$ cat config.mk
export PLATFORM = sky130hd
export DESIGN_NAME = t2_clkout_timer
export DESIGN_NICKNAME = d
export VERILOG_FILES = /design/src/rtl/t2_timer_pkg.sv /design/src/rtl/t2_prescale.sv /design/src/rtl/t2_edge_sync.sv /design/src/rtl/t2_clkout_timer.sv
export SDC_FILE = /design/constraint.sdc
export NUM_CORES = 1
export LEC_CHECK = 0
export BUFFER_PORTS_ARGS = -buffer_cell sky130_fd_sc_hd__buf_2
export CAP_MARGIN = 20
export CORE_ASPECT_RATIO = 2
export CORE_UTILIZATION = 60
export CTS_CLUSTER_SIZE = 30
export DETAILED_ROUTE_END_ITERATION = 16
export PLACE_DENSITY = 0.84
export SLEW_MARGIN = 30
export SYNTH_ARGS = -nofsm -noshare
export SYNTH_HDL_FRONTEND = slang
export SYNTH_SLANG_ARGS = --single-unit
$ cat constraint.sdc
create_clock -name clk_i -period 7.41 [get_ports clk_i]
set_input_delay 2.223 -clock clk_i [delete_from_list [all_inputs] [get_ports clk_i]]
set_output_delay 2.223 -clock clk_i [all_outputs]
set_load 0.01 [all_outputs]
$ cat src/rtl/t2_timer_pkg.sv
package t2_timer_pkg;
  typedef enum logic [1:0] {
    REG_COUNT  = 2'd0,
    REG_RELOAD = 2'd1,
    REG_CTRL   = 2'd2
  } reg_addr_e;

  // control byte, bit 0 at the bottom
  typedef struct packed {
    logic updown_en;
    logic fast_clk;
    logic clkout_en;
    logic tx_sel;
    logic rx_sel;
    logic ext_en;
    logic cap_sel;
    logic run;
  } ctrl_t;

  localparam int unsigned CTRL_W    = 8;
  localparam int unsigned OVF_BIT   = 8;
  localparam int unsigned EXT_BIT   = 9;
endpackage

$ cat src/rtl/t2_prescale.sv
module t2_prescale #(
  parameter int unsigned SLOW_DIV = 12
) (
  input  logic clk_i,
  input  logic rst_ni,
  input  logic run_i,
  input  logic div2_i,
  input  logic fast_i,
  output logic tick_o
);
  localparam int unsigned PW = (SLOW_DIV > 2) ? $clog2(SLOW_DIV) : 1;

  logic [PW-1:0] cnt_q;
  logic [PW-1:0] lim;

  always_comb begin
    if (div2_i)      lim = PW'(1);
    else if (fast_i) lim = '0;
    else             lim = PW'(SLOW_DIV - 1);
  end

  assign tick_o = run_i && (cnt_q >= lim);

  always_ff @(posedge clk_i or negedge rst_ni) begin
    if (!rst_ni)                cnt_q <= '0;
    else if (!run_i || tick_o)  cnt_q <= '0;
    else                        cnt_q <= cnt_q + 1'b1;
  end

  // half-rate ticks never come back to back
  a_r3_half_rate: assert property (@(posedge clk_i) disable iff (!rst_ni)
    (tick_o && div2_i) |=> !tick_o);
endmodule

$ cat src/rtl/t2_edge_sync.sv
module t2_edge_sync (
  input  logic clk_i,
  input  logic rst_ni,
  input  logic pin_i,
  output logic fall_o
);
  logic s1_q, s2_q, s3_q;

  always_ff @(posedge clk_i or negedge rst_ni) begin
    if (!rst_ni) begin
      s1_q <= 1'b1;
      s2_q <= 1'b1;
      s3_q <= 1'b1;
    end else begin
      s1_q <= pin_i;
      s2_q <= s1_q;
      s3_q <= s2_q;
    end
  end

  assign fall_o = s3_q & ~s2_q;
endmodule

$ cat src/rtl/t2_clkout_timer.sv
module t2_clkout_timer
  import t2_timer_pkg::*;
#(
  parameter int unsigned CNT_W    = 16,
  parameter int unsigned SLOW_DIV = 12
) (
  input  logic             clk_i,
  input  logic             rst_ni,
  input  logic             wr_en_i,
  input  logic [1:0]       addr_i,
  input  logic [CNT_W-1:0] wdata_i,
  output logic [CNT_W-1:0] rdata_o,
  input  logic             ext_i,
  output logic             clk_o,
  output logic             ovf_o,
  output logic             rx_baud_o,
  output logic             tx_baud_o,
  output logic             irq_o
);
  ctrl_t            ctrl_q;
  logic             ovf_flag_q, ext_flag_q, clk_q;
  logic [CNT_W-1:0] cnt_q, rld_q;
  logic             tick, ext_fall;
  logic             clkout_act, baud_act, reload_mode;
  logic             ovf_evt, ext_evt;
  logic             wr_cnt, wr_rld, wr_ctrl;

  assign clkout_act  = ctrl_q.clkout_en & ~ctrl_q.cap_sel;
  assign baud_act    = ctrl_q.rx_sel | ctrl_q.tx_sel;
  assign reload_mode = ~ctrl_q.cap_sel | baud_act;

  assign wr_cnt  = wr_en_i && (addr_i == REG_COUNT);
  assign wr_rld  = wr_en_i && (addr_i == REG_RELOAD);
  assign wr_ctrl = wr_en_i && (addr_i == REG_CTRL);

  t2_prescale #(.SLOW_DIV(SLOW_DIV)) u_pre (
    .clk_i  (clk_i),
    .rst_ni (rst_ni),
    .run_i  (ctrl_q.run),
    .div2_i (clkout_act | baud_act),
    .fast_i (ctrl_q.fast_clk),
    .tick_o (tick)
  );

  t2_edge_sync u_ext (
    .clk_i  (clk_i),
    .rst_ni (rst_ni),
    .pin_i  (ext_i),
    .fall_o (ext_fall)
  );

  assign ovf_evt = tick && (cnt_q == '1);
  assign ext_evt = ext_fall && ctrl_q.ext_en;

  always_ff @(posedge clk_i or negedge rst_ni) begin
    if (!rst_ni) begin
      cnt_q <= '0;
    end else if (wr_cnt) begin
      cnt_q <= wdata_i;
    end else if (ext_evt && !ctrl_q.cap_sel) begin
      cnt_q <= rld_q;
    end else if (ovf_evt) begin
      cnt_q <= reload_mode ? rld_q : '0;
    end else if (tick) begin
      cnt_q <= cnt_q + 1'b1;
    end
  end

  always_ff @(posedge clk_i or negedge rst_ni) begin
    if (!rst_ni)                          rld_q <= '0;
    else if (wr_rld)                      rld_q <= wdata_i;
    else if (ext_evt && ctrl_q.cap_sel)   rld_q <= cnt_q;
  end

  always_ff @(posedge clk_i or negedge rst_ni) begin
    if (!rst_ni) begin
      ctrl_q     <= '0;
      ovf_flag_q <= 1'b0;
      ext_flag_q <= 1'b0;
    end else begin
      if (wr_ctrl) ctrl_q <= ctrl_t'(wdata_i[CTRL_W-1:0]);
      // hardware set wins over a same-cycle clear
      if (ovf_evt && !clkout_act && !baud_act) ovf_flag_q <= 1'b1;
      else if (wr_ctrl)                        ovf_flag_q <= ovf_flag_q & wdata_i[OVF_BIT];
      if (ext_evt)                             ext_flag_q <= 1'b1;
      else if (wr_ctrl)                        ext_flag_q <= ext_flag_q & wdata_i[EXT_BIT];
    end
  end

  always_ff @(posedge clk_i or negedge rst_ni) begin
    if (!rst_ni)                     clk_q <= 1'b0;
    else if (ovf_evt && clkout_act)  clk_q <= ~clk_q;
  end

  always_comb begin
    unique case (addr_i)
      REG_COUNT:  rdata_o = cnt_q;
      REG_RELOAD: rdata_o = rld_q;
      REG_CTRL:   rdata_o = CNT_W'({ext_flag_q, ovf_flag_q, ctrl_q});
      default:    rdata_o = '0;
    endcase
  end

  assign clk_o     = clk_q;
  assign ovf_o     = ovf_evt;
  assign rx_baud_o = ovf_evt & ctrl_q.rx_sel;
  assign tx_baud_o = ovf_evt & ctrl_q.tx_sel;
  assign irq_o     = ovf_flag_q | (ext_flag_q & ~ctrl_q.updown_en);

  a_r4_no_flag_suppressed: assert property (@(posedge clk_i) disable iff (!rst_ni)
    $rose(ovf_flag_q) |-> $past(!clkout_act && !baud_act));

  a_r3_toggle_on_ovf: assert property (@(posedge clk_i) disable iff (!rst_ni)
    !$stable(clk_o) |-> $past(ovf_o && clkout_act));

  a_r2_reload: assert property (@(posedge clk_i) disable iff (!rst_ni)
    (ovf_o && reload_mode && !wr_cnt && !ext_evt) |=> (cnt_q == $past(rld_q)));

  a_r8_ext_flag_enabled: assert property (@(posedge clk_i) disable iff (!rst_ni)
    $rose(ext_flag_q) |-> $past(ctrl_q.ext_en));
endmodule

* Yosys cells after proc, flatten, opt, wreduce, memory -nomap -nowiden
Cells that the tools add are included.
** Cells by class
- Magnitude comparators :: 1
- Reduce and logical (&&, ||, !) cells :: 21
- Equality and inequality tests :: 3
- Bitwise gates (word level) :: 15
- Add/subtract/negate cells :: 2
- Multiplexer cells :: 15
** Operators with widths (count)
- two-way mux 16 bit :: 7
- one-hot mux 16 bit (3 select lines) :: 1
- adder 16 x 1 -> 16 bit, second input constant :: 1
- equality test 16 bit, second input constant :: 1
- two-way mux 4 bit :: 3
- logical AND 1 bit :: 11
- bitwise AND 1 bit :: 7
- nonzero test 2 bit :: 3
- adder 4 x 1 -> 4 bit, second input constant :: 1
- >= comparator 4 bit :: 1
- zero test 1 bit :: 4
- two-way mux 1 bit :: 4
- inverter 1 bit :: 4
- bitwise OR 1 bit :: 4
- nonzero test 4 bit :: 1
- equality test 2 x 1 -> 1 bit, second input constant :: 1
- equality test 2 bit, second input constant :: 1
- zero test 2 bit :: 1
- logical OR 1 bit :: 1
** Storage, ports and cells
- Register bits after elaboration :: 50

* Depth between registers and ports, before layout
- Depth after elaboration :: 10
- Gate-level depth with buffers :: 11
- Gate-level depth less buffers :: 10

* By module
From an unflattened synthesis, not the netlist that was laid out.
** Unflattened totals
- Cell total of the unflattened synthesis :: 371
- Area total of the unflattened synthesis :: 3273.1 um^2
** Modules (own cells, without submodules)
- t2_clkout_timer :: area each 2926.6 um^2, instances 1, cells an instance 342
- t2_prescale :: area each 254.0 um^2, instances 1, cells an instance 25
- t2_edge_sync :: area each 92.6 um^2, instances 1, cells an instance 4

* Least setup slack after synthesis
OpenSTA, ideal clock, no wires.
- Path kind :: input to output
- Start :: input addr_i[0]
- End :: output rdata_o[3]
- Setup slack :: 1863 ps
- Buffers on the path :: 2
- Cell stages on the path :: 4
- Arrival time :: 3324 ps
- Data required time :: 5187 ps
- Cell sequence :: buf_2 buf_1 mux2i_1 o21ai_0
** On the way
- Longest elaborated chain between the ends :: 2
** RTL lines
- start: declaration :: line t2_clkout_timer.sv:10 : input logic [1:0] addr_i,
- equality test 2 bit (tied with other cells) :: line t2_clkout_timer.sv:96 : unique case (addr_i)
- one-hot mux 16 bit (3 select lines) * :: line t2_clkout_timer.sv:96
- end: declaration :: line t2_clkout_timer.sv:12 : output logic [CNT_W-1:0] rdata_o,
Mark *: on every way between the ends. The rest lies on a longest branch, timed or not.

* Final worst setup path
- Start :: input addr_i[1]
- End :: output rdata_o[8]
The elaborated chain is that of the path after synthesis.

==> out/metrics.yaml <==
chipWidth_um: 52.8
synth_flop_cell: "dfrtp_1"
gp_congestion: 0.920
clkPwrFrac_pct: 14.0
startpoint: "addr_i[1]"
ys_async_sr_fraction_pct: 100
start_util_pct: 63.0
maxCapViolCount: 0
path_class: "in -> out"
arrival_ns: 3.72
wl_met2_mm: 4.51
drt_wl_total_mm: 8.13
grt_max_degree: 51
io_pins: 43
synth_xor_area_share_pct: 3.11
crit_buf_inv: 2
syn2layout_area_growth_pct: 11.0
p_int_w: 0.000641
ys_ff_latch: 50
clk_latency_ns: 0.31
p_comb_share_pct: 41.9
synth_edf_count: 0
rsz0062_at_grt: "false"
rr_endpoint: "cnt_q[13]$_DFFE_PN0P_"
critPathTopFamily: "simple AND/OR/NAND/NOR gates"
crit_path_end_kind: "primary output"
die_y_um: 104
hp-class: "reg -> reg"
fin_skew_ns: 0.00368
period_share_pct: 80.2
hp-start: "u_ext.s1_q$_DFF_PN1_"
worstPathMaxFanout: 20
rows: 36
final_cell_mix: "47 x dfrtp_1, 41 x buf_2, 35 x nand2_1"
hold_viol: 0
seq_area_frac_synth_pct: 40.6
grt_pass1_vias: 2686
synth_top_cell_area_share_pct: 38.0
synth_compound_area_share_pct: 17.6
vias_per_cell: 6.46
cp_slowest_cell: "nor2b_1"
antennaDiodeCount: 0
setup_viol: 0
portBuffers: 42
layout-drive-gt1-share_pct: 20.3
regToRegSetupSlack_ns: 4.28
p_total_w: 0.00111
drt-met1-wl_mm: 2.89
drtIter0Drc: 127
drv_slew: 0
synthesis.area_um2: 3090
cts_tree: "yes"
fin_crit_ns: 5.94
place_inst: 418
synthAdderAreaFrac_pct: 2.02
clkSlewWorstSetupHoldPaths_ns: 0.08
cts_root_buffer: "clkbuf_8"
synth-simple-area-share_pct: 19.2
cts_buffers: 5
ir_drop_mv: 0.214
overflow: 0
wl_per_cell_um: 19.1
crit_chain: "buf_2 -> nor2b_1 -> nand2_1 -> o21ai_0 -> buf_2"
core_um2: 4910
netlist_top_cells_area: "dfrtp_1 38%, mux2i_1 11%, nand2_1 4.2%, nor2_1 3.9%, mux2_2 2.9%"
via_count: 2751
max-clock-path-buffers: 2
final_common_cell: "dfrtp_1"
relSlewSlack_pct: 42.3
status: "finished clean"
synth_warnings: 0
h-tree-depth: 2
cts_resized: 0
synth_top_family_by_area: "simple AND/OR/NAND/NOR gates"
ant_nets: 0
top_layer_used: "met4"
crit_top_cell: "buf_2"
switching_power_w: 0.000465
place_hpwl_mm: 5.96
hold_end: "u_ext.s2_q$_DFF_PN1_"
synth_area_leader_cell: "dfrtp_1"
max_freq_mhz: 168
antenna_found_initial: 0
timing.hold.ws_ns: 0.359
hold_buffers: 0
synth_nets: 362
grtUsageTotal_pct: 32.2
synth.distinct_cells: 56
drt_pass1_iterations: 4
max_slew.worst_pin.slew_ns: 0.864
p_leak_nw: 1.59
cp_slowest_stage_delay_ns: 0.75
p_seq_share_pct: 44.1
fin_nets: 395
grt_pass1_wl_mm: 12.9
drc: 0
die_area_um2: 5470
timing.setup.tns_ns: 0
post-cts-setup-buffers: 0
clock_sinks: 50
r2r_start: "ctrl_q[5]$_DFFE_PN0P_"
crit_required_ns: 5.19
hold_depth: 0
dr_wl_met3_um: 318
cellPowerDensity_nw_per_um2: 322
p_sw_share_pct: 42.1
synthMuxAreaShare_pct: 13.6
cp.depth: 5
syn_inst: 335
setup.worst_path.start_class: "input port"
final_cells: 426
synth_area_per_cell_um2: 9.24
reg2regPathDepth: 10
[layer usage]
metal  track usage [%]  up-vias
li1                  -     1290
met1              34.8     1334
met2              56.3       99
met3              4.41       28
met4              18.2        0
met5                 0        -
[cell families (layout without fill, tap and decap cells)]
logic type | Yosys count | after routing
muxes | 41 | 41
xor gates and xnor gates | 11 | 11
adders and majority gates | 5 | 5
AOI/OAI and AO/OA | 78 | 78
DFF | 50 | 50
buffers and inverters | 30 | 64
and+or+nand+nor | 120 | 120
[stage by stage]
stage          worst slack, ns  utilization [%]  area, µm²
2_1_floorplan             1.86                -       3090
3_3_place_gp              1.57             67.8       3330
3_5_place_dp              1.48             68.3       3350
4_1_cts                   1.48             70.0       3430
5_1_grt                   1.36             70.0       3430
6_report                  1.47             70.0       3430
[area by class of cell]
cell class              count  area (µm²)
inverters                   8        31.3
clock buffers               8        80.1
well taps                  57        71.3
repair buffers             48         265
flip-flops and latches     50        1250
fillers                   410        1480
multi-input cells         255        1730
[Yosys cell counts, types with 3 or more instances]
library cell and count:
dfrtp_1 47, nand2_1 35, mux2i_1 33, nor2_1 32, a21oi_1 17, o21ai_0 17
clkbuf_1 15, nand3_1 10, o22ai_1 10, mux2_2 8, nor3_1 8, a211oi_1 7
inv_1 7, or3_1 7, xnor2_1 6, ha_1 5, xor2_1 5, buf_2 4
nor4_1 4, a211o_1 3, a221o_1 3, dfstp_2 3, nand2b_1 3, nand4_1 3
[flip-flops by register name, indices dropped and copies added, names as in the netlist]
name         count
u_ext.s3_q       1
ovf_flag_q       1
ctrl_q           8
cnt_q           16
ext_flag_q       1
u_ext.s1_q       1
u_pre.cnt_q      4
clk_o            1
rld_q           16
u_ext.s2_q       1
[power by group through the flow]
stage | clock [W] | sequential (W) | combinational, W
floorplan | 0 | 0.000431 | 0.000379
global placement | 0 | 0.000484 | 0.000444
detailed placement | 0 | 0.000488 | 0.000461
CTS | 0.000157 | 0.000483 | 0.000465
global route | 0.000164 | 0.000499 | 0.000516
finish | 0.000155 | 0.000487 | 0.000464
[how the worst max path moves through the flow]
stage / to / slack (ns)
after floorplan: rdata_o[3] / 1.86
after global placement: rdata_o[6] / 1.57
after detailed placement: rdata_o[8] / 1.48
after CTS: rdata_o[8] / 1.48
after global routing: rdata_o[8] / 1.36
final: rdata_o[8] / 1.47
(Power assumes the default switching activity.)
